### config.mk
export PLATFORM = sky130hd
export DESIGN_NAME = mpirq_ctrl
export DESIGN_NICKNAME = d
export VERILOG_FILES = /design/src/rtl/mpirq_pkg.sv /design/src/rtl/mpirq_pend.sv /design/src/rtl/mpirq_cpu.sv /design/src/rtl/mpirq_ctrl.sv
export SDC_FILE = /design/constraint.sdc
export NUM_CORES = 1
export LEC_CHECK = 0
export ABC_AREA = 1
export ABC_CLOCK_PERIOD_IN_PS = 4100
export CORE_ASPECT_RATIO = 1.4
export CORE_MARGIN = 3
export CORE_UTILIZATION = 30
export DETAILED_ROUTE_END_ITERATION = 6
export PLACE_DENSITY = 0.57
export SLEW_MARGIN = 10
export SYNTH_ARGS = -nofsm -noshare
export SYNTH_HDL_FRONTEND = slang
export SYNTH_SLANG_ARGS = --single-unit
### constraint.sdc
create_clock -name clk -period 4.1 [get_ports clk]
set_clock_uncertainty 0.1 [all_clocks]
set_input_delay 0.82 -clock clk [delete_from_list [all_inputs] [get_ports clk]]
set_output_delay 0.82 -clock clk [all_outputs]
set_load 0.005 [all_outputs]
### src/rtl/mpirq_pkg.sv
package mpirq_pkg;

   localparam int WORD_W = 32;
   localparam int LVL_W  = 4;
   localparam int EID_W  = 5;
   localparam int PRIM_N = 16;

   localparam logic [7:0] OFS_PEND  = 8'h04;
   localparam logic [7:0] OFS_CLEAR = 8'h08;
   localparam logic [7:0] OFS_STAT  = 8'h10;
   localparam logic [1:0] REG_MASK  = 2'b01;
   localparam logic [1:0] REG_EID   = 2'b11;

   typedef logic [WORD_W-1:0] word_t;

   typedef struct packed {
      logic             found;
      logic [EID_W-1:0] idx;
   } hit_t;

   // highest set bit of a word
   function automatic hit_t top_hit(input word_t v);
      hit_t h;
      h = '0;
      for (int i = 0; i < WORD_W; i++) begin
         if (v[i]) begin
            h.found = 1'b1;
            h.idx   = EID_W'(i);
         end
      end
      return h;
   endfunction

endpackage

### src/rtl/mpirq_pend.sv
module mpirq_pend
   import mpirq_pkg::*;
(
   input  logic  clk,
   input  logic  rst_n,
   input  word_t irq_in,
   input  logic  force_we,
   input  logic  clear_we,
   input  word_t wdata,
   input  word_t ack_clr,
   output word_t pend_o
);

   word_t line_q;
   word_t pend_q;
   word_t set_v;
   word_t clr_v;

   always_comb begin
      set_v    = (irq_in & ~line_q) | (force_we ? wdata : '0);
      set_v[0] = 1'b0;
      clr_v    = (clear_we ? wdata : '0) | ack_clr;
   end

   always_ff @(posedge clk) begin
      if (!rst_n) begin
         line_q <= '0;
         pend_q <= '0;
      end else begin
         line_q <= irq_in;
         pend_q <= (pend_q & ~clr_v) | set_v;
      end
   end

   assign pend_o = pend_q;

   p_bit0_idle_r2: assert property (@(posedge clk) disable iff (!rst_n)
      pend_q[0] == 1'b0);

   p_set_held_r2: assert property (@(posedge clk) disable iff (!rst_n)
      1'b1 |=> ((pend_q & $past(set_v)) == $past(set_v)));

   p_clr_done_r3: assert property (@(posedge clk) disable iff (!rst_n)
      1'b1 |=> ((pend_q & $past(clr_v & ~set_v)) == '0));

endmodule

### src/rtl/mpirq_cpu.sv
module mpirq_cpu
   import mpirq_pkg::*;
#(
   parameter int EXT_LINE = 12
) (
   input  logic             clk,
   input  logic             rst_n,
   input  logic             mask_we,
   input  word_t            wdata,
   input  word_t            pend,
   input  logic             ack_valid,
   input  logic [LVL_W-1:0] ack_level,
   output logic [LVL_W-1:0] level_o,
   output word_t            mask_o,
   output logic [EID_W-1:0] eid_o,
   output word_t            ack_clr_o
);

   localparam logic [LVL_W-1:0] EXT_LVL = LVL_W'(EXT_LINE);

   word_t            mask_q;
   logic [EID_W-1:0] eid_q;
   word_t            ext_hit;
   logic             ext_any;
   word_t            eff;
   hit_t             prim;
   hit_t             ext;
   logic             ack_ext;

   always_comb begin
      ext_hit          = pend & mask_q;
      ext_hit[15:0]    = '0;
      ext_any          = |ext_hit;
      ext              = top_hit(ext_hit);
      eff              = '0;
      eff[15:0]        = pend[15:0];
      eff[EXT_LINE]    = pend[EXT_LINE] | ext_any;
      eff              = eff & mask_q;
      eff[0]           = 1'b0;
      prim             = top_hit(eff);
      level_o          = prim.found ? prim.idx[LVL_W-1:0] : '0;
      ack_ext          = ack_valid && (ack_level == EXT_LVL);
      ack_clr_o        = '0;
      if (ack_valid && ack_level != '0)
         ack_clr_o[ack_level] = 1'b1;
      if (ack_ext && ext_any)
         ack_clr_o[ext.idx] = 1'b1;
   end

   always_ff @(posedge clk) begin
      if (!rst_n) begin
         mask_q <= '0;
         eid_q  <= '0;
      end else begin
         if (mask_we)
            mask_q <= wdata;
         if (ack_ext)
            eid_q <= ext_any ? ext.idx : '0;
      end
   end

   assign mask_o = mask_q;
   assign eid_o  = eid_q;

   p_mask_load_r5: assert property (@(posedge clk) disable iff (!rst_n)
      mask_we |=> (mask_q == $past(wdata)));

   p_level_enabled_r6: assert property (@(posedge clk) disable iff (!rst_n)
      (level_o != '0) |-> mask_q[level_o]);

   p_level_source_r7: assert property (@(posedge clk) disable iff (!rst_n)
      (level_o != '0 && level_o != EXT_LVL) |-> pend[level_o]);

   p_eid_still_r9: assert property (@(posedge clk) disable iff (!rst_n)
      !ack_ext |=> $stable(eid_q));

   p_eid_valid_r9: assert property (@(posedge clk) disable iff (!rst_n)
      (eid_q != '0) |-> eid_q[EID_W-1]);

endmodule

### src/rtl/mpirq_ctrl.sv
module mpirq_ctrl
   import mpirq_pkg::*;
#(
   parameter int   NCPU      = 4,
   parameter int   EXT_LINE  = 12,
   parameter logic HAS_BCAST = 1'b0
) (
   input  logic                  clk,
   input  logic                  rst_n,
   input  logic                  bus_sel,
   input  logic                  bus_wr,
   input  logic [7:0]            bus_addr,
   input  logic [31:0]           bus_wdata,
   output logic [31:0]           bus_rdata,
   input  logic [31:0]           irq_in,
   input  logic [NCPU-1:0]       ack_valid,
   input  logic [NCPU*4-1:0]     ack_level,
   output logic [NCPU*4-1:0]     irq_level
);

   localparam int          IDX_W    = 4;
   localparam logic [3:0]  CNT_CODE = 4'(NCPU - 1);

   initial begin
      assert (NCPU >= 1 && NCPU <= 16)
         else $fatal(1, "mpirq_ctrl: NCPU must be 1..16");
      assert (EXT_LINE >= 1 && EXT_LINE < PRIM_N)
         else $fatal(1, "mpirq_ctrl: EXT_LINE must be 1..15");
   end

   logic             aligned;
   logic [IDX_W-1:0] slot;
   logic             wr_hit;
   logic             force_we;
   logic             clear_we;
   word_t            pend;
   word_t            clr_part [NCPU];
   word_t            mask_arr [NCPU];
   logic [EID_W-1:0] eid_arr  [NCPU];
   word_t            ack_clr;

   assign aligned  = (bus_addr[1:0] == 2'b00);
   assign slot     = bus_addr[5:2];
   assign wr_hit   = bus_sel && bus_wr && aligned;
   assign force_we = wr_hit && (bus_addr == OFS_PEND);
   assign clear_we = wr_hit && (bus_addr == OFS_CLEAR);

   mpirq_pend u_pend (
      .clk      (clk),
      .rst_n    (rst_n),
      .irq_in   (irq_in),
      .force_we (force_we),
      .clear_we (clear_we),
      .wdata    (bus_wdata),
      .ack_clr  (ack_clr),
      .pend_o   (pend)
   );

   for (genvar c = 0; c < NCPU; c++) begin : g_cpu
      logic mask_we;
      assign mask_we = wr_hit && (bus_addr[7:6] == REG_MASK) && (slot == IDX_W'(c));

      mpirq_cpu #(.EXT_LINE(EXT_LINE)) u_cpu (
         .clk       (clk),
         .rst_n     (rst_n),
         .mask_we   (mask_we),
         .wdata     (bus_wdata),
         .pend      (pend),
         .ack_valid (ack_valid[c]),
         .ack_level (ack_level[c*LVL_W +: LVL_W]),
         .level_o   (irq_level[c*LVL_W +: LVL_W]),
         .mask_o    (mask_arr[c]),
         .eid_o     (eid_arr[c]),
         .ack_clr_o (clr_part[c])
      );
   end

   always_comb begin
      ack_clr = '0;
      for (int c = 0; c < NCPU; c++)
         ack_clr = ack_clr | clr_part[c];
   end

   always_comb begin
      bus_rdata = '0;
      if (bus_sel && !bus_wr && aligned) begin
         if (bus_addr == OFS_PEND)
            bus_rdata = pend;
         else if (bus_addr == OFS_STAT)
            bus_rdata = {CNT_CODE, HAS_BCAST, 27'd0};
         else begin
            for (int c = 0; c < NCPU; c++) begin
               if (slot == IDX_W'(c)) begin
                  if (bus_addr[7:6] == REG_MASK)
                     bus_rdata = mask_arr[c];
                  else if (bus_addr[7:6] == REG_EID)
                     bus_rdata = {27'd0, eid_arr[c]};
               end
            end
         end
      end
   end

   p_ack_retires_r8: assert property (@(posedge clk) disable iff (!rst_n)
      (ack_valid[0] && ack_level[3:0] != 4'd0 && !irq_in[ack_level[3:0]] && !force_we)
      |=> !pend[$past(ack_level[3:0])]);

   p_rdata_quiet_r11: assert property (@(posedge clk) disable iff (!rst_n)
      (!bus_sel || bus_wr) |-> (bus_rdata == '0));

endmodule

# After elaboration in Yosys (flattened, before gate mapping)
# Index checks and enable logic that the tools add are counted.
[word_totals]
register_bits = 212
output_inout_bits = 48
wordCells = 343
[op_classes]
n_lt_le_gt_ge = 16
eq_ne = 12
mux = 237
bitwise_logic = 26
n_reduce_logical = 42
[op_table]
columns = ["cell", "n"]
rows = [
  ["6-bit 2-to-1 mux", 124],
  ["32-bit 2-to-1 mux", 20],
  ["5-bit 2-to-1 mux", 69],
  ["32-bit AND", 6],
  ["32-bit OR", 6],
  ["16-bit by 32-bit AND with 32-bit output", 4],
  ["16-bit by 32-bit OR with 32-bit output", 4],
  ["16-bit 2-to-1 mux", 4],
  ["32-bit inverter", 2],
  ["16-bit OR reduction", 4],
  ["1-bit logical AND", 31],
  ["4-bit by 6-bit < comparator with 1-bit output (second input constant)", 4],
  ["5-bit by 6-bit < comparator with 1-bit output (second input constant)", 4],
  ["1-bit demux with 5-bit select", 4],
  ["5-bit by 1-bit >= comparator with 1-bit output (second input constant)", 4],
  ["1-bit demux with 4-bit select", 4],
  ["4-bit equality test (second input constant)", 4],
  ["4-bit by 1-bit >= comparator with 1-bit output (second input constant)", 4],
  ["4-bit 2-to-1 mux", 4],
  ["4-bit nonzero test", 4],
  ["4-bit by 2-bit equality test with 1-bit output (second input constant)", 2],
  ["8-bit by 3-bit equality test with 1-bit output (second input constant)", 1],
  ["8-bit by 4-bit equality test with 1-bit output (second input constant)", 1],
  ["8-bit by 5-bit equality test with 1-bit output (second input constant)", 1],
  ["8 further kinds", 18],
]

# Logic depth before layout (Yosys ltp)
# Gate-level depths: netlist of run 1.
[depth]
ltp_word = 36
ltp_mapped = 21
ltp_nobuf = 21

# Hierarchy
# Synthesis of run 1 repeated with hierarchy kept, for this count alone.
[hier_totals]
hier_cells = 2108
hier_area_um2 = 12568.3
[modules_own_cells]
columns = ["module", "instances", "cells_each", "area_per_inst_um2"]
rows = [
  ["mpirq_cpu", 4, 308, 1920.6],
  ["mpirq_pend", 1, 420, 2717.6],
  ["mpirq_ctrl", 1, 456, 2168.3],
]

# Worst setup path after synthesis of run 1
# OpenSTA, ideal clock, no wires.
[synth_path]
kind = "input -> output"
startpoint = "input port bus_addr[5]"
endpoint = "output port bus_rdata[4]"
t_arrival_ns = 2.188
required_time_ns = 3.180
path_slack_ns = 0.992
stages = 10
path_buffers = 0
cell_sequence = "nor2_1 -> inv_1 -> nor3_2 -> inv_1 -> a21oi_1 -> inv_1 -> nand2_1 -> nand3_1 -> a221o_1 -> a21oi_1"
[synth_via]
elab_chain_len = 14
word_cells_on_any_way = 19
cone_classes = "eq/ne: 5; mux: 13; reduce/logical: 1"
[synth_lines]
columns = ["element", "line", "source"]
rows = [
  ["start: declaration", "mpirq_ctrl.sv:12", "input logic [7:0] bus_addr,"],
  ["4-bit logical NOT", "mpirq_ctrl.sv:93", "if (slot == IDX_W'(c)) begin"],
  ["32-bit 2-to-1 mux", "mpirq_ctrl.sv:93", ""],
  ["32-bit 2-to-1 mux", "mpirq_ctrl.sv:96", "else if (bus_addr[7:6] == REG_EID)"],
  ["32-bit 2-to-1 mux", "mpirq_ctrl.sv:94", "if (bus_addr[7:6] == REG_MASK)"],
  ["32-bit 2-to-1 mux", "mpirq_ctrl.sv:93", ""],
  ["32-bit 2-to-1 mux", "mpirq_ctrl.sv:96", ""],
  ["32-bit 2-to-1 mux", "mpirq_ctrl.sv:94", ""],
  ["32-bit 2-to-1 mux", "mpirq_ctrl.sv:93", ""],
  ["32-bit 2-to-1 mux", "mpirq_ctrl.sv:96", ""],
  ["32-bit 2-to-1 mux", "mpirq_ctrl.sv:94", ""],
  ["32-bit 2-to-1 mux", "mpirq_ctrl.sv:93", ""],
  ["32-bit 2-to-1 mux", "mpirq_ctrl.sv:89", "else if (bus_addr == OFS_STAT)"],
  ["32-bit 2-to-1 mux (*)", "mpirq_ctrl.sv:87", "if (bus_addr == OFS_PEND)"],
  ["32-bit 2-to-1 mux (*)", "mpirq_ctrl.sv:86", "if (bus_sel && !bus_wr && aligned) begin"],
  ["end: declaration", "mpirq_ctrl.sv:14", "output logic [31:0] bus_rdata,"],
]
# Every way passes the cells marked *; elsewhere a longest branch is shown, timed or not.

# Worst setup path in the final report of run 1
[layout_path]
startpoint = "input port bus_addr[4]"
endpoint = "output port bus_rdata[31]"
# Same word-level chain as after synthesis.

==> results of run 1 <==
==> logic make-up (layout without fill, tap and decap cells) <==
logic type / after synthesis / count (layout) / synth area share [%]
simple gates: 823 / 823 / 30.4
buf+inv: 294 / 456 / 9.56
compound gates: 481 / 481 / 23.8
flops: 211 / 211 / 36.2
==> area by class of cell <==
cell class / instances / area share, %
Multi-Input combinational cell: 1304 / 43.2
Sequential cell: 211 / 28.3
Timing Repair Buffer: 195 / 13.1
Inverter: 218 / 5.53
Clock buffer: 31 / 4.54
Tap cell: 516 / 4.32
Clock inverter: 12 / 1.02
==> layout by cell type (no fill, tap or decap), types with 4 or more instances in the layout <==
| master | n |
|---|---|
| o22ai_1 | 63 |
| clkinv_2 | 4 |
| o221ai_1 | 5 |
| o21ai_1 | 4 |
| o2111ai_1 | 13 |
| a22o_1 | 5 |
| clkinvlp_4 | 4 |
| nor2_1 | 137 |
| nor2_4 | 13 |
| clkdlybuf4s50_1 | 132 |
| a221o_1 | 4 |
| nor2_2 | 22 |
| o21ai_0 | 131 |
| a21oi_1 | 168 |
| a31oi_1 | 18 |
| o21bai_1 | 4 |
| nand2_2 | 12 |
| clkbuf_16 | 25 |
| a221oi_1 | 4 |
| buf_12 | 8 |
| a211oi_1 | 32 |
| nor3_1 | 12 |
| nand4_1 | 40 |
| nand2_4 | 9 |
| inv_1 | 199 |
| nand3_1 | 71 |
| o211ai_1 | 7 |
| a21oi_2 | 9 |
| nand2_1 | 495 |
| dfxtp_1 | 211 |
| nor3_4 | 4 |
| dlymetal6s2s_1 | 5 |
| inv_2 | 15 |
| buf_4 | 43 |
==> critical path, cell delays in order <==
cell and delay [ps]:
clkdlybuf4s50_1 430, nor2_2 160, inv_2 80, buf_4 140, nor3_4 220, buf_8 220
nand2_1 70, nand4_1 90, nand2_1 60, a21oi_1 170, buf_4 160, clkdlybuf4s50_1 510
==> worst paths after layout <==
kind	from	to	slack, ps
setup reg to reg	u_pend.pend_o[19]	u_pend.pend_o[16]	1380
setup / recovery	bus_addr[4]	bus_rdata[31]	40
hold reg to reg	u_pend.pend_o[0]	u_pend.pend_o[0]	340
hold / removal	u_pend.pend_o[0]	u_pend.pend_o[0]	340
==> per-stage QoR <==
step / util, % / setup TNS [ps]
finish: 39.4 / 0
global route: 39.4 / -105
CTS: 39.2 / 0
detailed placement: 36.8 / -1080
global placement: 36.8 / -778
floorplan: - / 0
==> registers in the layout, indices dropped and copies added, names as in the netlist <==
| register | flops |
|---|---|
| g_cpu.u_cpu.eid_o | 20 |
| g_cpu.u_cpu.mask_o | 128 |
| u_pend.pend_o | 32 |
| u_pend.line_q | 31 |
==> power by group through the flow <==
stage	clock, mW	combinational (mW)	sequential, mW
finish	2.29	0.417	2.14
global route	2.41	0.457	2.15
CTS	2.33	0.411	2.14
detailed placement	0	0.407	2.19
global placement	0	0.404	2.19
floorplan	0	0.202	2.17
==> routing by layer <==
metal,wire [um],vias up,GRT usage (%)
met5,0,-,0
met4,2710,0,12.8
met3,2210,134,2.65
met2,24500,442,41.6
met1,18800,5983,24.9
li1,-,6325,-
==> what timing repair did <==
| action | in CTS | in global routing |
|---|---|---|
| hold buffers | 0 | 0 |
| setup endpoints to repair | 20 | 35 |
| resized for setup | 15 | 32 |
| buffers inserted | 0 | 1 |
| gates cloned | 1 | 0 |
| pin swaps | 1 | 5 |
==> flow_metrics.py, run 1 <==
metrics = {
    "outcome": {
        "outcome": "finished, final reports clean",
    },
    "floorplan": {
        "ios": 144,
        "die_width_um": 173,
        "fp-row-count": 84,
        "initial_utilization_pct": 30.8,
        "die-area_um2": 41400,
        "core_area_um2": 37900,
        "fp.dieH_um": 239,
    },
    "critical_path": {
        "required_ps": 3180,
        "reg2regPathDepth": 11,
        "startpoint_type": "input port",
        "critPathKind": "input port to output pin",
        "arrival_ps": 3140,
        "crit_path_end_kind": "output pin",
        "path_max_fanout": 16,
    },
    "clock_tree": {
        "clock_latency_ps": 540,
        "clkTransAtPathRegs_ps": 70,
        "clockBufferDepth": 3,
        "htree_levels": 1,
        "cts.sink_count": 211,
        "cts_tree": "yes",
        "numCtsBuffers": 24,
        "cts-root-buf": "clkbuf_16",
    },
    "sta": {
        "layout_setup_ws_ps": 39.0,
        "maxSlewHeadroom_pct": 55.8,
        "period_needed_ps": 4060,
        "drv_slew": 0,
        "max_freq_ghz": 0.246,
        "finalSetupViolations": 0,
        "period_share_pct": 99.0,
        "tightest_slew_ps": 662,
        "hold_violations": 0,
        "rsz0062_at_grt": "yes",
        "whs_ps": 343,
    },
    "placed_design": {
        "hpwl_um": 35500,
        "dp.cells": 2442,
        "gp_congestion": 0.944,
        "io_buffer_count": 142,
        "place_area_um2": 14000,
        "dpl_worst_slack_ps": -150,
    },
    "synthesis": {
        "yosys.area.top_type": "dfxtp_1",
        "netlist-cell-type-count": 42,
        "synth_edf_count": 0,
        "synth.most_common_cell": "nand2_1",
        "syn_nets": 1905,
        "synth_seq_cells": 211,
        "yosysTopAreaCellShare_pct": 36.2,
        "yosysWarningCount": 0,
        "synth.avg_cell_area_um2": 6.45,
        "synth_common_cells": "nand2_1 (496), dfxtp_1 (211), inv_1 (204)",
        "syn_area_um2": 11700,
        "async_flop_share_pct": 0,
        "synth_ff_type": "dfxtp_1",
        "yosys-top-cells-area": "dfxtp_1 (36%), nand2_1 (16%), a21oi_1 (7.6%)",
        "netlist_instances": 1809,
        "yosysSeqAreaShare_pct": 36.2,
    },
    "grt": {
        "first_global_vias": 12800,
        "antenna_found_initial": 0,
        "grt_usage_pct": 22.5,
        "grt_max_degree": 64,
        "grt_pass1_wl_um": 72800,
        "grt-ovfl-total": 0,
    },
    "pwr": {
        "powerDensity_nw_per_um2": 325,
        "p_seq_share_pct": 44.2,
        "leakage_nw": 6.53,
        "switching_share_pct": 25.2,
        "power.switching_mw": 1.23,
        "total_power_mw": 4.86,
        "internal_power_mw": 3.63,
        "clkPwrFrac_pct": 47.2,
        "peakVddDrop_uv": 213,
        "combPwrFrac_pct": 8.6,
    },
    "cells_and_area": {
        "multiInputGateArea_um2": 6460,
        "nFillCells": 4092,
        "fin_cells": 2487,
        "area_delta_synth_final_pct": 28.0,
        "final_area_um2": 14900,
        "diodes": 0,
        "layout-drive-gt1-share_pct": 9.89,
        "final_nets": 2050,
        "register_area_um2": 4220,
    },
    "detailed_routing": {
        "drc": 0,
        "drt-initial-drc-count": 910,
        "vias": 12900,
        "detail_route.vias_per_cell": 5.18,
        "ant_nets": 0,
        "wl_um": 48300,
        "drt_first_pass_iters": 6,
        "wl_per_cell_um": 19.4,
    },
    "flow_run": {
        "max-cap-violations": 0,
    },
    "min_path": {
        "worstHoldPathType": "flip-flop to flip-flop",
        "whs_path_depth": 2,
    },
}
Power figures use the tool's default switching activity.
==> run 2: changes to the inputs <==
--- a/config.mk
+++ b/config.mk
@@ -15,4 +15,5 @@
 export SLEW_MARGIN = 10
 export SYNTH_ARGS = -nofsm -noshare
 export SYNTH_HDL_FRONTEND = slang
+export SYNTH_HIERARCHICAL = 1
 export SYNTH_SLANG_ARGS = --single-unit
==> flow_metrics.py, run 2 <==
metrics = {
    "outcome": {
        "outcome": "finished, final reports clean",
    },
    "synthesis": {
        "synth_xor_area_share_pct": 0,
        "synth_compound_area_share_pct": 12.9,
        "synth_top_family_by_area": "simple AND/OR/NAND/NOR gates",
        "synth_seq_cells": 211,
        "async_flop_share_pct": 0,
        "netlist-cell-type-count": 34,
        "synth-adder-area-share_pct": 0,
        "netlist_instances": 2108,
        "synth_common_cells": "nand2_1 (575), nor2_1 (489), dfxtp_1 (211)",
        "yosysWarningCount": 6,
        "synthSimpleGateAreaFrac_pct": 43.7,
        "yosysSeqAreaShare_pct": 33.6,
        "syn_nets": 2204,
        "synth.avg_cell_area_um2": 5.96,
        "synthMuxAreaShare_pct": 0,
        "yosysTopAreaCellShare_pct": 33.6,
        "yosys.area.top_type": "dfxtp_1",
        "synth.most_common_cell": "nand2_1",
        "yosys-top-cells-area": "dfxtp_1 (34%), nand2_1 (17%), nor2_1 (15%)",
        "synth_ff_type": "dfxtp_1",
        "syn_area_um2": 12600,
        "synth_edf_count": 0,
    },
    "critical_path": {
        "reg2regPathDepth": 14,
        "crit_path_end_kind": "output pin",
        "path_common_cell": "nand2_1",
        "regToRegEndpoint": "u_pend/pend_o[20]",
        "critPathKind": "input port to output pin",
        "rr_startpoint": "u_pend/pend_o[31]",
        "required_ps": 3180,
        "crit_slowest_cell": "clkdlybuf4s50_1",
        "crit_buf_inv": 4,
        "arrival_ps": 3050,
        "worstPathCellList": "clkdlybuf4s50_1 > inv_2 > nand2_1 > nor2_4 > buf_12 > nand2_1 > nand2_1 > o21ai_0 > nand3_1 > nand2_1 > a21oi_1 > clkdlybuf4s50_1",
        "path_max_fanout": 32,
        "startpoint_type": "input port",
        "rrSetupSlack_ps": 1250,
        "cp_top_family": "buffers and inverters",
        "max_stage_delay_ps": 540,
    },
    "sta": {
        "layout_setup_ws_ps": 131,
        "drv_slew": 0,
        "final.setup.tns_ps": 0,
        "hold_violations": 0,
        "maxSlewHeadroom_pct": 55.5,
        "rsz0062_at_grt": "no",
        "tightest_slew_ps": 667,
        "max_freq_ghz": 0.252,
        "finalSetupViolations": 0,
        "period_needed_ps": 3970,
        "period_share_pct": 96.8,
    },
    "min_path": {
        "worstHoldPathType": "flip-flop to flip-flop",
        "whs_path_depth": 2,
        "holdPathEnd": "u_pend/pend_o[0]",
        "worstHoldStart": "u_pend/pend_o[0]",
    },
    "placed_design": {
        "dpl_worst_slack_ps": 64.0,
        "gp_congestion": 0.936,
        "place_area_um2": 14600,
        "io_buffer_count": 142,
        "dp.cells": 2742,
        "hpwl_um": 36500,
    },
    "clock_tree": {
        "clockBufferDepth": 3,
        "cts_tree": "yes",
        "cts-root-buf": "clkbuf_16",
        "numCtsBuffers": 25,
        "cts.sink_count": 211,
        "clock_latency_ps": 550,
        "clkTransAtPathRegs_ps": 60,
        "postCtsSetupRepairBufs": 0,
        "htree_levels": 1,
    },
    "grt": {
        "first_global_vias": 13200,
        "grt_max_degree": 122,
        "grt-ovfl-total": 0,
        "grt_usage_pct": 21.8,
        "antenna_found_initial": 0,
        "grt_pass1_wl_um": 74700,
    },
    "floorplan": {
        "die_width_um": 179,
        "fp-row-count": 88,
        "fp.dieH_um": 248,
        "die-area_um2": 44400,
        "initial_utilization_pct": 30.4,
        "ios": 144,
        "core_area_um2": 41300,
    },
    "pwr": {
        "peakVddDrop_uv": 238,
        "powerDensity_nw_per_um2": 310,
        "leakage_nw": 7.41,
    },
    "detailed_routing": {
        "drc": 0,
        "detail_route.vias_per_cell": 4.88,
        "ant_nets": 0,
        "vias": 13600,
        "drt_first_pass_iters": 5,
        "wl_per_cell_um": 17.8,
        "wl_um": 49500,
        "drt-initial-drc-count": 852,
    },
    "flow_run": {
        "max-cap-violations": 0,
    },
    "cells_and_area": {
        "layout-drive-gt1-share_pct": 8.73,
        "nFillCells": 4491,
        "area_delta_synth_final_pct": 22.5,
        "diodes": 0,
        "fin_cells": 2785,
        "final_nets": 2325,
        "largest_reg_flops": 128,
        "layout.cells.most_common_list": "nand2_1 (575), nor2_1 (485), dfxtp_1 (211)",
        "final_area_um2": 15400,
        "final_common_cell": "nand2_1",
    },
}
[run 2: cell types whose count changed in the layout (fill, tap and decap cells not counted), sizes merged, moves of 16 or more]
| cell | before | now |
|---|---|---|
| nand2 | 516 | 633 |
| nand3 | 71 | 106 |
| o21ai | 136 | 179 |
| o22ai | 63 | 8 |
| buf | 55 | 33 |
| a211oi | 32 | 5 |
| or4 | 0 | 32 |
| nand4 | 40 | 5 |
| nor2 | 172 | 507 |
| inv | 218 | 202 |
| a21oi | 178 | 98 |
[run 2: per-stage QoR]
stage | hold WS [ps] | utilization [%] | total power, mW
floorplan | 316 | - | 2.36
global placement | 328 | 35.3 | 2.59
detailed placement | 329 | 35.3 | 2.59
CTS | 338 | 37.2 | 4.82
global route | 367 | 37.3 | 4.93
finish | 336 | 37.3 | 4.77
[run 2: layer usage]
metal / vias up / wire length (um) / part of all wire [%] / track usage (%)
met5: - / 0 / 0 / 0
met4: 0 / 1910 / 3.9 / 8.49
met1: 6272 / 19600 / 40 / 24.7
li1: 6837 / - / - / -
met3: 98 / 2430 / 4.9 / 2.36
met2: 395 / 25500 / 52 / 41.2
[run 2: where the power goes]
part | switching [mW] | leakage, nW | internal, mW
combinational | 0.234 | 5.32 | 0.164
clock | 0.933 | 0.382 | 1.29
sequential | 0.0552 | 1.72 | 2.09
[run 2: how the worst max path moves through the flow]
stage                          to         from  slack [ps]  cells past startpoint
floorplan           bus_rdata[20]  bus_addr[4]        1500                      8
global placement    bus_rdata[12]  bus_addr[5]          70                     12
detailed placement  bus_rdata[16]  bus_addr[5]          60                     12
CTS                 bus_rdata[12]  bus_addr[5]          60                     12
global route        bus_rdata[10]  bus_addr[2]          40                     12
finish              bus_rdata[13]  bus_addr[2]         130                     12
[run 2: worst reg2reg max path: cells and delay by family, from the launching register on]
family	cells	cell delay [ps]
flip-flops	1	400
AO/OA/AOI/OAI	1	160
buffers and inverters	3	280
AND/OR/NAND/NOR	10	1840
[run 2: logic make-up after synthesis]
logic type             Yosys count
and+or+nand+nor               1298
AOI/OAI and AO/OA              305
buffers and inverters          290
DFF                            211
other                            4
[run 2: repair_timing]
| item | in CTS | in global routing |
|---|---|---|
| hold buffers | 0 | 0 |
| gates resized for setup | 0 | 5 |
| setup endpoints to repair | 0 | 3 |
[run 2: layout make-up]
cell class,count,area [um^2],area share (%)
Multi-Input combinational cell,1607,7150,46.4
Sequential cell,211,4220,27.4
Timing Repair Buffer,174,1760,11.5
Inverter,210,798,5.19
Clock buffer,36,687,4.46
Tap cell,540,676,4.39
Clock inverter,7,96.3,0.626
==> run 3: changes to the inputs <==
--- a/config.mk
+++ b/config.mk
@@ -6,13 +6,11 @@
 export NUM_CORES = 1
 export LEC_CHECK = 0
 export ABC_AREA = 1
-export ABC_CLOCK_PERIOD_IN_PS = 4100
+export ABC_CLOCK_PERIOD_IN_PS = 3300
 export CORE_ASPECT_RATIO = 1.4
-export CORE_MARGIN = 3
 export CORE_UTILIZATION = 30
 export DETAILED_ROUTE_END_ITERATION = 6
-export PLACE_DENSITY = 0.57
-export SLEW_MARGIN = 10
+export PLACE_DENSITY = 0.59
 export SYNTH_ARGS = -nofsm -noshare
 export SYNTH_HDL_FRONTEND = slang
 export SYNTH_HIERARCHICAL = 1
==> constraint.sdc (replaced) <==
create_clock -name clk -period 3.3 [get_ports clk]
set_clock_uncertainty 0.1 [all_clocks]
set_input_delay 0.66 -clock clk [delete_from_list [all_inputs] [get_ports clk]]
set_output_delay 0.66 -clock clk [all_outputs]
set_load 0.005 [all_outputs]
==> flow_metrics.py, run 3 (synthesis gave the netlist of run 2 again) <==
metrics = {
    "outcome": {
        "outcome": "finished, final reports clean",
    },
    "min_path": {
        "holdPathEnd": "u_pend/pend_o[0]",
        "worstHoldStart": "u_pend/pend_o[0]",
        "worstHoldPathType": "flip-flop to flip-flop",
        "whs_path_depth": 2,
    },
    "sta": {
        "rsz0062_at_grt": "yes",
        "period_share_pct": 97.6,
        "hold_violations": 0,
        "final.setup.tns_ps": 0,
        "whs_ps": 337,
        "finalSetupViolations": 0,
        "layout_setup_ws_ps": 78.9,
        "tightest_slew_ps": 623,
        "drv_slew": 0,
        "max_freq_ghz": 0.310,
        "period_needed_ps": 3220,
        "maxSlewHeadroom_pct": 58.4,
    },
    "placed_design": {
        "gp_congestion": 0.908,
        "io_buffer_count": 142,
        "hpwl_um": 36300,
        "place_area_um2": 14900,
        "dpl_worst_slack_ps": -259,
    },
    "pwr": {
        "leakage_nw": 8.24,
        "powerDensity_nw_per_um2": 372,
        "peakVddDrop_uv": 286,
    },
    "clock_tree": {
        "numCtsBuffers": 24,
        "cts.sink_count": 211,
        "htree_levels": 1,
        "cts-root-buf": "clkbuf_16",
        "clock_latency_ps": 540,
        "clkTransAtPathRegs_ps": 60,
        "cts_tree": "yes",
        "clockBufferDepth": 3,
    },
    "cells_and_area": {
        "area_delta_synth_final_pct": 28.9,
        "diodes": 0,
        "register_area_um2": 4240,
        "layout-drive-gt1-share_pct": 13.6,
        "largest_reg_flops": 128,
        "final_common_cell": "nand2_1",
        "nFillCells": 4440,
        "layout.cells.most_common_list": "nand2_1 (556), nor2_1 (474), dfxtp_1 (202)",
        "final_area_um2": 16200,
        "final_nets": 2368,
        "multiInputGateArea_um2": 7450,
        "final_util_pct": 39.2,
    },
    "detailed_routing": {
        "wl_met2_um": 25800,
        "top_layer": "met4",
        "met3_length_um": 2020,
        "drt-met1-wl_um": 18900,
        "wl_per_cell_um": 17.2,
        "ant_nets": 0,
        "detail_route.vias_per_cell": 4.86,
        "drt-initial-drc-count": 1048,
        "drt_first_pass_iters": 7,
        "drc": 0,
        "vias": 13700,
        "wl_um": 48700,
    },
    "grt": {
        "grt-ovfl-total": 0,
        "antenna_found_initial": 0,
        "grt_max_degree": 97,
        "grt_pass1_wl_um": 74300,
        "grt_usage_pct": 22.4,
        "first_global_vias": 13500,
    },
    "critical_path": {
        "rr_startpoint": "u_pend/pend_o[17]",
        "required_ps": 2540,
        "crit_slowest_cell": "dfxtp_4",
        "worstPathCellList": "nand2_4 > nand2_2 > nor2_4 > inv_2 > nor2_4 > nand3_2 > o21ai_2 > nand2_2 > nor2_2 > buf_4 > nand2_1 > dlygate4sd2_1",
        "path_max_fanout": 5,
        "arrival_ps": 2460,
        "rrSetupSlack_ps": 480,
        "critPathKind": "flip-flop to output pin",
        "regToRegEndpoint": "u_pend/pend_o[30]",
        "crit_path_end_kind": "output pin",
        "reg2regPathDepth": 23,
        "max_stage_delay_ps": 390,
        "startpoint_type": "flip-flop",
    },
    "floorplan": {
        "core_area_um2": 41300,
        "fp.dieH_um": 244,
        "ios": 144,
        "die-area_um2": 42700,
        "die_width_um": 175,
        "initial_utilization_pct": 30.4,
        "fp-row-count": 88,
    },
    "flow_run": {
        "max-cap-violations": 0,
    },
}
==> run 3: cell types whose count changed in the layout (fill, tap and decap cells not counted), moves of 6 or more <==
cell	previous run	this run
nand2_4	11	20
dfxtp_2	0	6
dlygate4sd2_1	0	29
buf_4	25	59
nand2_2	47	57
a21oi_2	12	25
buf_12	8	15
nor2_1	485	474
dfxtp_1	211	202
nand2_1	575	556
nor2_4	11	21
clkdlybuf4s50_1	139	93
a21oi_1	86	73
dlymetal6s2s_1	2	15
==> run 3: layout make-up <==
| cell class | count | share of cell area (%) |
|---|---|---|
| Sequential cell | 211 | 26.2 |
| Multi-Input combinational cell | 1607 | 46.0 |
| Timing Repair Buffer | 218 | 13.6 |
| Clock inverter | 6 | 0.510 |
| Clock buffer | 37 | 4.57 |
| Inverter | 210 | 4.93 |
| Tap cell | 540 | 4.17 |
==> run 3: per-stage QoR <==
| step | power (mW) | std cells |
|---|---|---|
| floorplan | 2.94 | 2108 |
| global placement | 3.23 | 2767 |
| detailed placement | 3.23 | 2767 |
| CTS | 6.08 | 2828 |
| global route | 6.22 | 2829 |
| finish | 6.02 | 2829 |
==> run 3: worst max-delay path by stage <==
stage                         end  slack, ps               from  cells past startpoint
floorplan           bus_rdata[20]       1020        bus_addr[4]                      8
global placement    bus_rdata[16]       -260        bus_addr[5]                     12
detailed placement  bus_rdata[13]       -260        bus_addr[4]                     12
CTS                  bus_rdata[0]          1        bus_addr[2]                     13
global route         irq_level[6]        -60  u_pend/pend_o[28]                     12
finish               irq_level[6]         80  u_pend/pend_o[31]                     12
==> run 3: repair_timing <==
action / 4_1_cts / 5_1_grt
pin swaps: 23 / 7
resized for setup: 108 / 41
setup buffers: 17 / 2
endpoints found under the setup margin: 48 / 28
hold buffers: 0 / 0
gates cloned: 1 / 0
==> run 3: critical path: cells and delay by family, from the launching register on <==
kind / cells / cell delay (ps)
AOI/OAI and AO/OA: 1 / 190
buffers and inverters: 3 / 460
DFF: 1 / 390
and+or+nand+nor: 8 / 870
==> run 3: metal layers <==
| metal | global-route usage [%] | vias to the layer above |
|---|---|---|
| met5 | 0 | - |
| met4 | 9.77 | 0 |
| met3 | 2.30 | 121 |
| met2 | 43.4 | 385 |
| met1 | 24.3 | 6295 |
| li1 | - | 6934 |
==> run 3: power by group <==
part	switching (mW)	leakage, nW	internal (mW)
logic	0.297	6.12	0.222
registers	0.0719	1.72	2.60
clock network	1.13	0.404	1.69
